[src/rtl/irq_cause_pkg.sv]
package irq_cause_pkg;
  localparam int CAUSE_W = 3;
  localparam int ID_W    = 8;
  localparam int WORD_W  = 16;
  localparam int RSVD_W  = WORD_W - CAUSE_W - ID_W;

  typedef logic [CAUSE_W-1:0] cause_t;

  typedef struct packed {
    logic [RSVD_W-1:0] rsvd;
    cause_t            cause;
    logic [ID_W-1:0]   id;
  } resp_t;
endpackage

[src/rtl/irq_capture.sv]
module irq_capture
  import irq_cause_pkg::*;
#(
  parameter int LVL_W = 3
) (
  input  logic             clk_i,
  input  logic             rst_ni,
  input  logic             usr_irq_ni,
  input  cause_t           usr_cause_i,
  input  logic [LVL_W-1:0] cfg_level_i,
  input  logic             cfg_rst_en_i,
  input  logic             clr_i,
  output logic             pend_o,
  output logic [LVL_W-1:0] lvl_o,
  output cause_t           cause_o,
  output logic             board_rst_o
);
  logic   irq_q;
  logic   fall;
  logic   take;
  cause_t cause_in;

  assign fall = irq_q & ~usr_irq_ni;
  assign take = fall & ~pend_o & (cfg_level_i != '0) & ~clr_i;

  // top cause bit doubles as reset input
  always_comb begin
    cause_in = usr_cause_i;
    if (cfg_rst_en_i) cause_in[CAUSE_W-1] = 1'b0;
  end

  assign board_rst_o = cfg_rst_en_i & ~usr_cause_i[CAUSE_W-1];

  always_ff @(posedge clk_i or negedge rst_ni) begin
    if (!rst_ni) begin
      irq_q   <= 1'b1;
      pend_o  <= 1'b0;
      lvl_o   <= '0;
      cause_o <= '0;
    end else begin
      irq_q <= usr_irq_ni;
      if (clr_i) begin
        pend_o <= 1'b0;
      end else if (take) begin
        pend_o  <= 1'b1;
        lvl_o   <= cfg_level_i;
        cause_o <= cause_in;
      end
    end
  end

  p_set_r2: assert property (@(posedge clk_i) disable iff (!rst_ni)
    take |=> pend_o && lvl_o != '0);
  p_cause_hold_r5: assert property (@(posedge clk_i) disable iff (!rst_ni)
    pend_o |=> $stable(cause_o));
  p_lvl_zero_r4: assert property (@(posedge clk_i) disable iff (!rst_ni)
    (fall && !pend_o && cfg_level_i == '0) |=> !pend_o);
  p_rst_cause_r8: assert property (@(posedge clk_i) disable iff (!rst_ni)
    (take && cfg_rst_en_i) |=> !cause_o[CAUSE_W-1]);
  p_no_level_retrig_r11: assert property (@(posedge clk_i) disable iff (!rst_ni)
    (!pend_o && !irq_q && !usr_irq_ni) |=> !pend_o);
endmodule

[src/rtl/irq_ack.sv]
module irq_ack
  import irq_cause_pkg::*;
#(
  parameter int LVL_W = 3
) (
  input  logic              clk_i,
  input  logic              rst_ni,
  input  logic              iack_i,
  input  logic [LVL_W-1:0]  iack_level_i,
  input  logic              pend_i,
  input  logic [LVL_W-1:0]  lvl_i,
  input  cause_t            cause_i,
  input  logic [ID_W-1:0]   id_i,
  output logic              clr_o,
  output logic              resp_valid_o,
  output resp_t             resp_word_o
);
  assign clr_o = iack_i & pend_i & (iack_level_i == lvl_i);

  always_ff @(posedge clk_i or negedge rst_ni) begin
    if (!rst_ni) begin
      resp_valid_o <= 1'b0;
      resp_word_o  <= '0;
    end else begin
      resp_valid_o <= clr_o;
      if (clr_o) begin
        resp_word_o.rsvd  <= '0;
        resp_word_o.cause <= cause_i;
        resp_word_o.id    <= id_i;
      end
    end
  end

  p_resp_r6: assert property (@(posedge clk_i) disable iff (!rst_ni)
    clr_o |=> resp_valid_o && !pend_i);
  p_resp_pulse_r6: assert property (@(posedge clk_i) disable iff (!rst_ni)
    resp_valid_o |=> !resp_valid_o);
  p_no_resp_r7: assert property (@(posedge clk_i) disable iff (!rst_ni)
    (iack_i && pend_i && iack_level_i != lvl_i) |=> !resp_valid_o && pend_i);
endmodule

[src/rtl/trg_pair_router.sv]
module trg_pair_router #(
  parameter int N_TRG  = 8,
  parameter int PAIR_W = $clog2(N_TRG / 2)
) (
  input  logic [PAIR_W-1:0] pair_sel_i,
  input  logic [N_TRG-1:0]  ttl_trg_ni,
  output logic [N_TRG-1:0]  ttl_trg_no,
  input  logic              usr_trg_out_ni,
  output logic              usr_trg_in_no
);
  localparam int N_PAIR = N_TRG / 2;

  assign usr_trg_in_no = ttl_trg_ni[{pair_sel_i, 1'b0}];

  for (genvar g = 0; g < N_PAIR; g++) begin : g_pair
    assign ttl_trg_no[2*g]   = 1'b1;
    assign ttl_trg_no[2*g+1] = (pair_sel_i == PAIR_W'(g)) ? usr_trg_out_ni : 1'b1;
  end

  always_comb begin
    a_single_drive_r10: assert ($countones(~ttl_trg_no) <= 1);
  end
endmodule

[src/rtl/irq_cause_top.sv]
module irq_cause_top
  import irq_cause_pkg::*;
#(
  parameter int N_LVL = 7,
  parameter int N_TRG = 8,
  parameter int LVL_W = $clog2(N_LVL + 1),
  parameter int PAIR_W = $clog2(N_TRG / 2)
) (
  input  logic               clk_i,
  input  logic               rst_ni,
  input  logic [LVL_W-1:0]   cfg_level_i,
  input  logic               cfg_rst_en_i,
  input  logic [PAIR_W-1:0]  cfg_trg_pair_i,
  input  logic [ID_W-1:0]    logical_id_i,
  input  logic               usr_irq_ni,
  input  logic [CAUSE_W-1:0] usr_cause_i,
  input  logic               iack_i,
  input  logic [LVL_W-1:0]   iack_level_i,
  output logic [N_LVL-1:0]   bus_irq_no,
  output logic               stat_pend_o,
  output logic [CAUSE_W-1:0] stat_cause_o,
  output logic               resp_valid_o,
  output logic [WORD_W-1:0]  resp_word_o,
  output logic               board_rst_o,
  input  logic [N_TRG-1:0]   ttl_trg_ni,
  output logic [N_TRG-1:0]   ttl_trg_no,
  output logic               usr_trg_in_no,
  input  logic               usr_trg_out_ni
);
  logic             pend;
  logic [LVL_W-1:0] lvl;
  cause_t           cause;
  logic             clr;
  resp_t            resp;

  irq_capture #(.LVL_W(LVL_W)) u_cap (
    .clk_i, .rst_ni, .usr_irq_ni, .usr_cause_i, .cfg_level_i, .cfg_rst_en_i,
    .clr_i(clr), .pend_o(pend), .lvl_o(lvl), .cause_o(cause), .board_rst_o
  );

  irq_ack #(.LVL_W(LVL_W)) u_ack (
    .clk_i, .rst_ni, .iack_i, .iack_level_i, .pend_i(pend), .lvl_i(lvl),
    .cause_i(cause), .id_i(logical_id_i), .clr_o(clr),
    .resp_valid_o, .resp_word_o(resp)
  );

  trg_pair_router #(.N_TRG(N_TRG), .PAIR_W(PAIR_W)) u_trg (
    .pair_sel_i(cfg_trg_pair_i), .ttl_trg_ni, .ttl_trg_no,
    .usr_trg_out_ni, .usr_trg_in_no
  );

  for (genvar k = 0; k < N_LVL; k++) begin : g_line
    assign bus_irq_no[k] = ~(pend & (lvl == LVL_W'(k + 1)));
  end

  assign stat_pend_o  = pend;
  assign stat_cause_o = cause;
  assign resp_word_o  = resp;

  p_one_line_r2: assert property (@(posedge clk_i) disable iff (!rst_ni)
    $onehot0(~bus_irq_no));
  p_line_release_r6: assert property (@(posedge clk_i) disable iff (!rst_ni)
    $rose(resp_valid_o) |-> &bus_irq_no);
endmodule

[config.mk]
export PLATFORM = sky130hd
export DESIGN_NAME = irq_cause_top
export DESIGN_NICKNAME = d
export VERILOG_FILES = /design/src/rtl/irq_cause_pkg.sv /design/src/rtl/irq_capture.sv /design/src/rtl/irq_ack.sv /design/src/rtl/trg_pair_router.sv /design/src/rtl/irq_cause_top.sv
export SDC_FILE = /design/constraint.sdc
export NUM_CORES = 1
export LEC_CHECK = 0
export ABC_CLOCK_PERIOD_IN_PS = 4450
export BUFFER_PORTS_ARGS = -buffer_cell sky130_fd_sc_hd__buf_2
export CAP_MARGIN = 0
export CELL_PAD_IN_SITES_DETAIL_PLACEMENT = 1
export CELL_PAD_IN_SITES_GLOBAL_PLACEMENT = 1
export CORE_MARGIN = 10
export CORE_UTILIZATION = 25
export DETAILED_ROUTE_END_ITERATION = 10
export PLACE_DENSITY = 0.64
export SLEW_MARGIN = 20
export SYNTH_ARGS = -nofsm -noshare
export SYNTH_HDL_FRONTEND = slang
export SYNTH_SLANG_ARGS = --single-unit
[constraint.sdc]
create_clock -name clk_i -period 4.45 [get_ports clk_i]
set_clock_uncertainty 0.2 [all_clocks]
set_input_delay 0.6675 -clock clk_i [delete_from_list [all_inputs] [get_ports clk_i]]
set_output_delay 0.6675 -clock clk_i [all_outputs]
set_load 0.05 [all_outputs]
; After elaboration in Yosys (flattened, before gate mapping)
; Index checks and enable logic that the tools add are counted.
[op_classes]
n_lt_le_gt_ge = 1
eq_ne = 11
n_mux = 9
bitwise_logic = 25
n_reduce_logical = 4
[ops]
columns = cell, count
row1 = 1-bit bitwise AND, 14
row2 = 3-bit == test (second input constant), 4
row3 = 1-bit NOT, 11
row4 = 1-bit two-way mux, 8
row5 = 3-bit by 2-bit == test with 1-bit output (second input constant), 2
row6 = 2-bit == test (second input constant), 2
row7 = 3-bit by 4-bit < comparator with 1-bit output (second input constant), 1
row8 = 3-bit by 1-bit == test with 1-bit output (second input constant), 1
row9 = 3-bit == test, 1
row10 = 3-bit nonzero test, 1
row11 = 1-bit binary-select mux with 2-bit select, 1
row12 = 2-bit by 1-bit == test with 1-bit output (second input constant), 1
row13 = 2-bit zero test, 1
row14 = 2-bit AND reduction, 1
row15 = 2-bit nonzero test, 1
[totals]
reg_bits = 20
inputBits = 33

; Longest topological paths before layout
; Gate-level depths: netlist of the first run.
[depth]
ltp_word = 7
mapped_depth = 5

; Cells and area by module
; From an unflattened synthesis of the first run, not the netlist that was laid out.
[hier_totals]
hier_cells = 72
hier_area_um2 = 1017.2
[modules_own_cells]
columns = module, n_inst, cells_per_inst, area_each_um2, seq_area_each_um2
row1 = irq_ack, 1, 35, 519.2, 300.3
row2 = irq_capture, 1, 20, 342.8, 201.4
row3 = trg_pair_router, 1, 10, 88.8, 0.0
row4 = irq_cause_top, 1, 7, 66.3, 0.0

; Worst setup path before layout of the first run
; No wires, ideal clock.
[synth_path]
kind = register to output
from = register u_cap.pend_o
to = output port bus_irq_no[2]
arrival_time_ns = 1.450
required_time_ns = 3.582
path_slack_ns = 2.133
stages_incl_launch_ff = 5
path_cell_list = dfrtp_1 > buf_4 > inv_1 > nor2_1 > nand3_1
[synth_between]
elab_chain_len = 2
[synth_lines]
columns = item, line_no
row1 = from (decl), irq_capture.sv:13  ; output logic pend_o,
row2 = from (signal assigned), irq_capture.sv:37  ; pend_o <= 1'b0;
row3 = from (signal assigned), irq_capture.sv:43  ; pend_o <= 1'b0;
row4 = from (signal assigned), irq_capture.sv:45  ; pend_o <= 1'b1;
row5 = 1-bit bitwise AND, irq_cause_top.sv:53  ; assign bus_irq_no[k] = ~(pend & (lvl == LVL_W'(k + 1)));
row6 = 1-bit NOT, irq_cause_top.sv:53
row7 = to (decl), irq_cause_top.sv:19  ; output logic [N_LVL-1:0] bus_irq_no,
; No other way between the ends.

; Worst setup path in the final report of the first run
[layout_path]
from = input port cfg_trg_pair_i[0]
to = output port usr_trg_in_no
[layout_between]
elab_chain_len = 2
[layout_lines]
columns = item, line_no
row1 = from (decl), irq_cause_top.sv:13  ; input logic [PAIR_W-1:0] cfg_trg_pair_i,
row2 = 1-bit binary-select mux with 2-bit select, trg_pair_router.sv:13  ; assign usr_trg_in_no = ttl_trg_ni[{pair_sel_i, 1'b0}];
row3 = 1-bit two-way mux (implied by the code), trg_pair_router.sv:13
row4 = to (decl), irq_cause_top.sv:27  ; output logic usr_trg_in_no,
; No other way between the ends. The select of a mux whose other input is x is not followed.

==> results of run 1 <==
-- layer usage --
metal  wire, µm  vias up  part of all wire
met1       1290      386              0.42
met3        380        0              0.12
met2       1400       48              0.46
met5          0        -                 0
met4          0        0                 0
li1           -      363                 -
-- flip-flops by register name, summed over array words and instances (netlist names) --
signal              cells
u_ack.resp_valid_o      1
u_cap.irq_q             1
u_ack.resp_word_o      11
u_cap.lvl_o             3
u_cap.pend_o            1
u_cap.cause_o           3
-- metrics by stage --
stage                     total power (W)   util  instance area [µm²]
final                             0.00112  0.342                 1380
after global routing              0.00119  0.342                 1380
after CTS                         0.00113  0.339                 1370
after detailed placement          0.00101  0.328                 1320
after global placement           0.000987  0.328                 1320
after floorplan                  0.000867      -                 1080
-- cell type report --
cell class / instances / area share
clock buffers: 4 / 0.0327
inverters: 1 / 0.00272
repair buffers: 58 / 0.215
flip-flops and latches: 20 / 0.364
well taps: 50 / 0.0454
multi-input cells: 53 / 0.340
-- cell usage after synthesis, drive strengths merged, types with 2 or more instances --
master / number
dfrtp: 19
mux2: 17
buf: 12
nand2: 4
nand3: 4
nor2b: 4
nor2: 3
xor2: 3
conb: 2
-- where the power goes --
| group | switching, W | internal [W] |
|---|---|---|
| Combinational | 0.000463 | 0.000192 |
| Sequential | 0.0000770 | 0.000265 |
| Clock | 0.0000563 | 0.0000636 |
| Total | 0.000596 | 0.000520 |
-- cell families (layout without fill, tap and decap cells) --
kind of cell,after synthesis,count (layout),share of synthesized area
multiplexers,18,18,0.232
AND/OR/NAND/NOR,22,22,0.143
XOR/XNOR,3,3,0.0322
flip-flops,20,20,0.478
AO/OA/AOI/OAI,1,1,0.00715
other,2,9,0.00715
buffers and inverters,13,63,0.100
-- how the worst max path moves through the flow --
stage	slack, ns	to
CTS	2.03	u_ack.resp_word_o[0]$_DFFE_PN0P_
global route	2.00	bus_irq_no[2]
detailed placement	1.79	u_ack.resp_word_o[0]$_DFFE_PN0P_
floorplan	2.13	bus_irq_no[2]
global placement	1.82	u_ack.resp_word_o[0]$_DFFE_PN0P_
finish	2.06	usr_trg_in_no
==> out/metrics.yaml, run 1 <==
outcome:
  outcome: "finished clean"
place:
  gp_congestion: 0.787
  placement.io_buffers: 57
  dpl_worst_slack_ns: 1.79
  dpl.cell_count: 181
  dpl.hpwl_um: 2590
critical_path:
  critPathBufInv: 2
  critPathArrivalTime_ns: 1.52
  cp_num_cells: 3
  r2r_start: "u_cap.lvl_o[2]$_DFFE_PN0P_"
  crit_type: "in -> out"
  worstSetupStartpoint: "cfg_trg_pair_i[0]"
  r2r_cells: 4
  worst-path-max-fanout: 5
  crit_path_frequent_cell: "buf_2"
  cp_cell_sequence: "buf_2 -> mux4_2 -> buf_2"
  crit_family: "multiplexers"
  crit_path_start_kind: "primary input"
  slowest_stage: "mux4_2"
  cpPeakStageDelay_ns: 0.49
  rr_endpoint: "u_ack.resp_word_o[9]$_DFFE_PN0P_"
  cp-end-kind: "primary output"
  regToRegSetupSlack_ns: 2.30
  crit_required_ns: 3.58
drt:
  drc: 0
  wirelength_um: 3070
  vias: 797
  ant_nets: 0
  drt_iter0_markers: 13
  drt-pass1-iter-count: 2
  vias_per_cell: 4.28
  avgRoutedWirePerCell_um: 16.5
floorplan:
  rows: 23
  initial_core_util: 0.261
  coreArea_um2: 4030
  chipWidth_um: 84.8
  die-height_um: 84.8
  io_pins: 71
  die-area_um2: 7190
timing:
  setup_violations: 0
  maxSlewViolCount: 0
  fin_crit_sh: 0.536
  whs_ns: 0.150
  clock.fmax_mhz: 419
  slew_headroom: 0.601
  hold_violations: 0
  timing.final.ws_setup_ns: 2.06
  tns_ns: 0
  period_minus_slack_ns: 2.39
  rsz0062_at_grt: "no"
  tightest_slew_ns: 0.594
grt:
  grt_pass1_vias: 971
  track_usage: 0.0829
  gr-usage-met2: 0.131
  use_met1: 0.0962
  grt_pass1_wl_um: 4930
  grt_util_met3: 0.0454
  grt_antenna_before_repair: 0
  grt_busiest_layer: "met2"
  grt_overflow: 0
  grt_max_degree: 21
yosys:
  async_flop_share: 1.00
  synth_area_um2: 1050
  synthCells: 79
  ys_types: 24
  avgSynthCellArea_um2: 13.3
  yosys_warnings: 0
  synthTopCellsByArea: "dfrtp_1, mux2_4, mux2_2"
  synth_seq_area_share: 0.478
  synth_largest_area_cell: "dfrtp_1"
  synth_edf_count: 0
  synth-seq-cells: 20
  synth_ff_type: "dfrtp_1"
  synth_top_area_share: 0.453
cts:
  clkLatencyLatePin_ns: 0.25
  tritoncts: "done"
  post_cts_resized: 0
  root_buffer: "clkbuf_8"
  hold_buffers: 0
  clock-sinks: 20
  cts_inserted_buffers: 3
  clk_path_buf_depth: 2
  htree_levels: 1
  cts_setup_buffers: 0
  cts.clk_slew.worst_paths_ns: 0.07
layout:
  final_common_cell: "buf_2"
  final-seq-area_um2: 502
  fin_cells: 186
  layout.nets: 170
  layout_common_cells: "buf_2, dfrtp_1, mux2_2, conb_1, mux2_4"
  drive_above_1_share: 0.618
  fill_cells: 476
  area_growth_pct: 31.3
  multi_input_area_um2: 469
  insertedDiodeCount: 0
power:
  power.leakage_nw: 0.677
  powerDensity_nw_per_um2: 810
  ir_drop_v: 0.000353
min_path:
  holdCritPathClass: "in -> async"
flow_run:
  drv_cap: 0
No activity file was read; power rests on OpenSTA's default activity.
==> inputs of run 2 (changes only) <==
- ABC_CLOCK_PERIOD_IN_PS: 4450 -> 1950
- PLACE_DENSITY: 0.64 -> 0.67
- clock period: 4.45 -> 1.95 ns (I/O delays scaled with it)
==> out/metrics.yaml, run 2 (synthesis results as in run 1) <==
drt:
  drc: 0  # unchanged
  avgRoutedWirePerCell_um: 15.4  # -6.8%
  ant_nets: 0  # unchanged
  drt-pass1-iter-count: 2  # unchanged
  wirelength_um: 2920  # -4.8%
  vias_per_cell: 4.26  # -0.51%
  drt_iter0_markers: 7  # -6
  vias: 810  # +1.6%
layout:
  layout.nets: 174  # +2.4%
  final-seq-area_um2: 503  # +0.25%
  layout_common_cells: "buf_2, dfrtp_1, mux2_2, conb_1, mux2_4"
  drive_above_1_share: 0.621  # +0.00378
  largest_reg_flops: 11  # unchanged
  multi_input_area_um2: 469  # unchanged
  largest_register: "u_ack.resp_word_o"
  fin_cells: 190  # +2.2%
  final_common_cell: "buf_2"
  area_growth_pct: 35.6
  fill_cells: 479  # +0.63%
  insertedDiodeCount: 0  # unchanged
  biggestRegsByFlops: "u_ack.resp_word_o x11, u_cap.cause_o x3, u_cap.lvl_o x3"
floorplan:
  die-height_um: 84.8  # unchanged
  die-area_um2: 7190  # unchanged
  io_pins: 71  # unchanged
  initial_core_util: 0.261  # unchanged
  rows: 23  # unchanged
  coreArea_um2: 4030  # unchanged
  chipWidth_um: 84.8  # unchanged
cts:
  tritoncts: "done"
  post_cts_resized: 0  # unchanged
  clkLatencyLatePin_ns: 0.25  # about the same
  cts.clk_slew.worst_paths_ns: 0.07  # about the same
  htree_levels: 1  # unchanged
  cts_setup_buffers: 0  # unchanged
  root_buffer: "clkbuf_8"
  clock-sinks: 20  # unchanged
  cts_inserted_buffers: 3  # unchanged
  clk_path_buf_depth: 2  # unchanged
timing:
  fin_crit_sh: 0.931
  setup_violations: 0  # unchanged
  rsz0062_at_grt: "no"
  maxSlewViolCount: 0  # unchanged
  whs_ns: 0.0697  # -0.0808 ns
  hold_violations: 0  # unchanged
  tns_ns: 0  # unchanged
  tightest_slew_ns: 0.518  # -0.0765 ns
  slew_headroom: 0.653  # +0.0525
  period_minus_slack_ns: 1.82
  clock.fmax_mhz: 551
place:
  dpl.hpwl_um: 2490  # -3.8%
  dpl.cell_count: 184  # +1.7%
  gp_congestion: 0.767  # -2.5%
  placement.io_buffers: 57  # unchanged
grt:
  grt_max_degree: 21  # unchanged
  grt_overflow: 0  # unchanged
  track_usage: 0.0768  # -0.00606
  grt_antenna_before_repair: 0  # unchanged
  grt_pass1_vias: 927  # -4.5%
  grt_pass1_wl_um: 4570  # -7.3%
critical_path:
  worst-path-max-fanout: 6  # +1
  crit_type: "reg -> out"
  cp-end-kind: "primary output"
  critPathArrivalTime_ns: 1.32  # -0.20 ns
  crit_path_start_kind: "flip-flop"
  crit_required_ns: 1.46  # -2.12 ns
power:
  ir_drop_v: 0.00112  # +220%
  p_clk_frac: 0.104  # -0.003
  power.leakage_nw: 0.696  # +2.9%
  totalPowerFinal_w: 0.00258  # +130%
  powerDensity_nw_per_um2: 1810  # +120%
  seqPwrFrac: 0.295  # -0.011
  pwr-share-comb: 0.601  # +0.015
  switching_share: 0.525  # -0.00936
  power_switching_w: 0.00135  # +130%
  p_int_w: 0.00123  # +140%
outcome:
  outcome: "finished clean"
min_path:
  holdCritPathClass: "in -> reg"
flow_run:
  drv_cap: 0  # unchanged
-- run 2: changes by cell type in the layout (fill, tap and decap cells not counted), sizes merged --
cell and change:
buf +2, dlygate4sd3 +2
-- run 2: layer usage --
layer	wire length, µm	global-route usage	up-vias
met2	1350	0.126	50
met1	1200	0.0845	385
li1	-	-	373
met4	8	0.0180	0
met5	0	0	-
met3	362	0.0425	2
-- run 2: power groups by stage --
stage,clock network [W],registers (W),logic [W]
global route,0.000299,0.000787,0.00164
finish,0.000268,0.000760,0.00155
detailed placement,0,0.000765,0.00157
floorplan,0,0.00128,0.000701
global placement,0,0.000751,0.00155
CTS,0.000282,0.000765,0.00158
-- run 2: final timing paths --
check | from | slack (ns) | depth (start not counted) | end
max in group asynchronous | rst_ni | 0.89 | 2 | u_cap.irq_q$_DFF_PN1_
worst max-delay path | u_cap.lvl_o[2]$_DFFE_PN0P_ | 0.13 | 4 | bus_irq_no[2]
worst max register to register | u_cap.lvl_o[2]$_DFFE_PN0P_ | 0.17 | 4 | u_ack.resp_word_o[2]$_DFFE_PN0P_
min in group asynchronous | rst_ni | 0.32 | 2 | u_ack.resp_valid_o$_DFF_PN0_
worst min register to register | u_ack.resp_word_o[1]$_DFFE_PN0P_ | 0.31 | 1 | u_ack.resp_word_o[1]$_DFFE_PN0P_
worst min-delay path | logical_id_i[7] | 0.07 | 2 | u_ack.resp_word_o[7]$_DFFE_PN0P_
-- run 2: stage by stage --
| stage | util | worst slack (ns) | instance area (µm²) |
|---|---|---|---|
| floorplan | - | 0.0328 | 1080 |
| global placement | 0.337 | 0.175 | 1360 |
| global route | 0.353 | 0.0352 | 1420 |
| finish | 0.353 | 0.134 | 1420 |
| detailed placement | 0.337 | 0.163 | 1360 |
| CTS | 0.353 | 0.110 | 1420 |
-- run 2: area by class of cell --
class                           count  area share
Clock buffer                        4      0.0316
Sequential cell                    20       0.353
Inverter                            1     0.00264
Timing Repair Buffer               62       0.239
Tap cell                           50      0.0439
Multi-Input combinational cell     53       0.330
-- run 2: worst max-delay path: stages (launching register included) --
cell	delay, ns
dfrtp_1	0.41
buf_4	0.17
nor2_1	0.19
nand3_1	0.10
buf_2	0.22
-- run 2: what timing repair did --
action	in CTS	in global routing
endpoints found under the setup margin	0	0
hold buffers	2	0
endpoints found under the hold margin	20	0
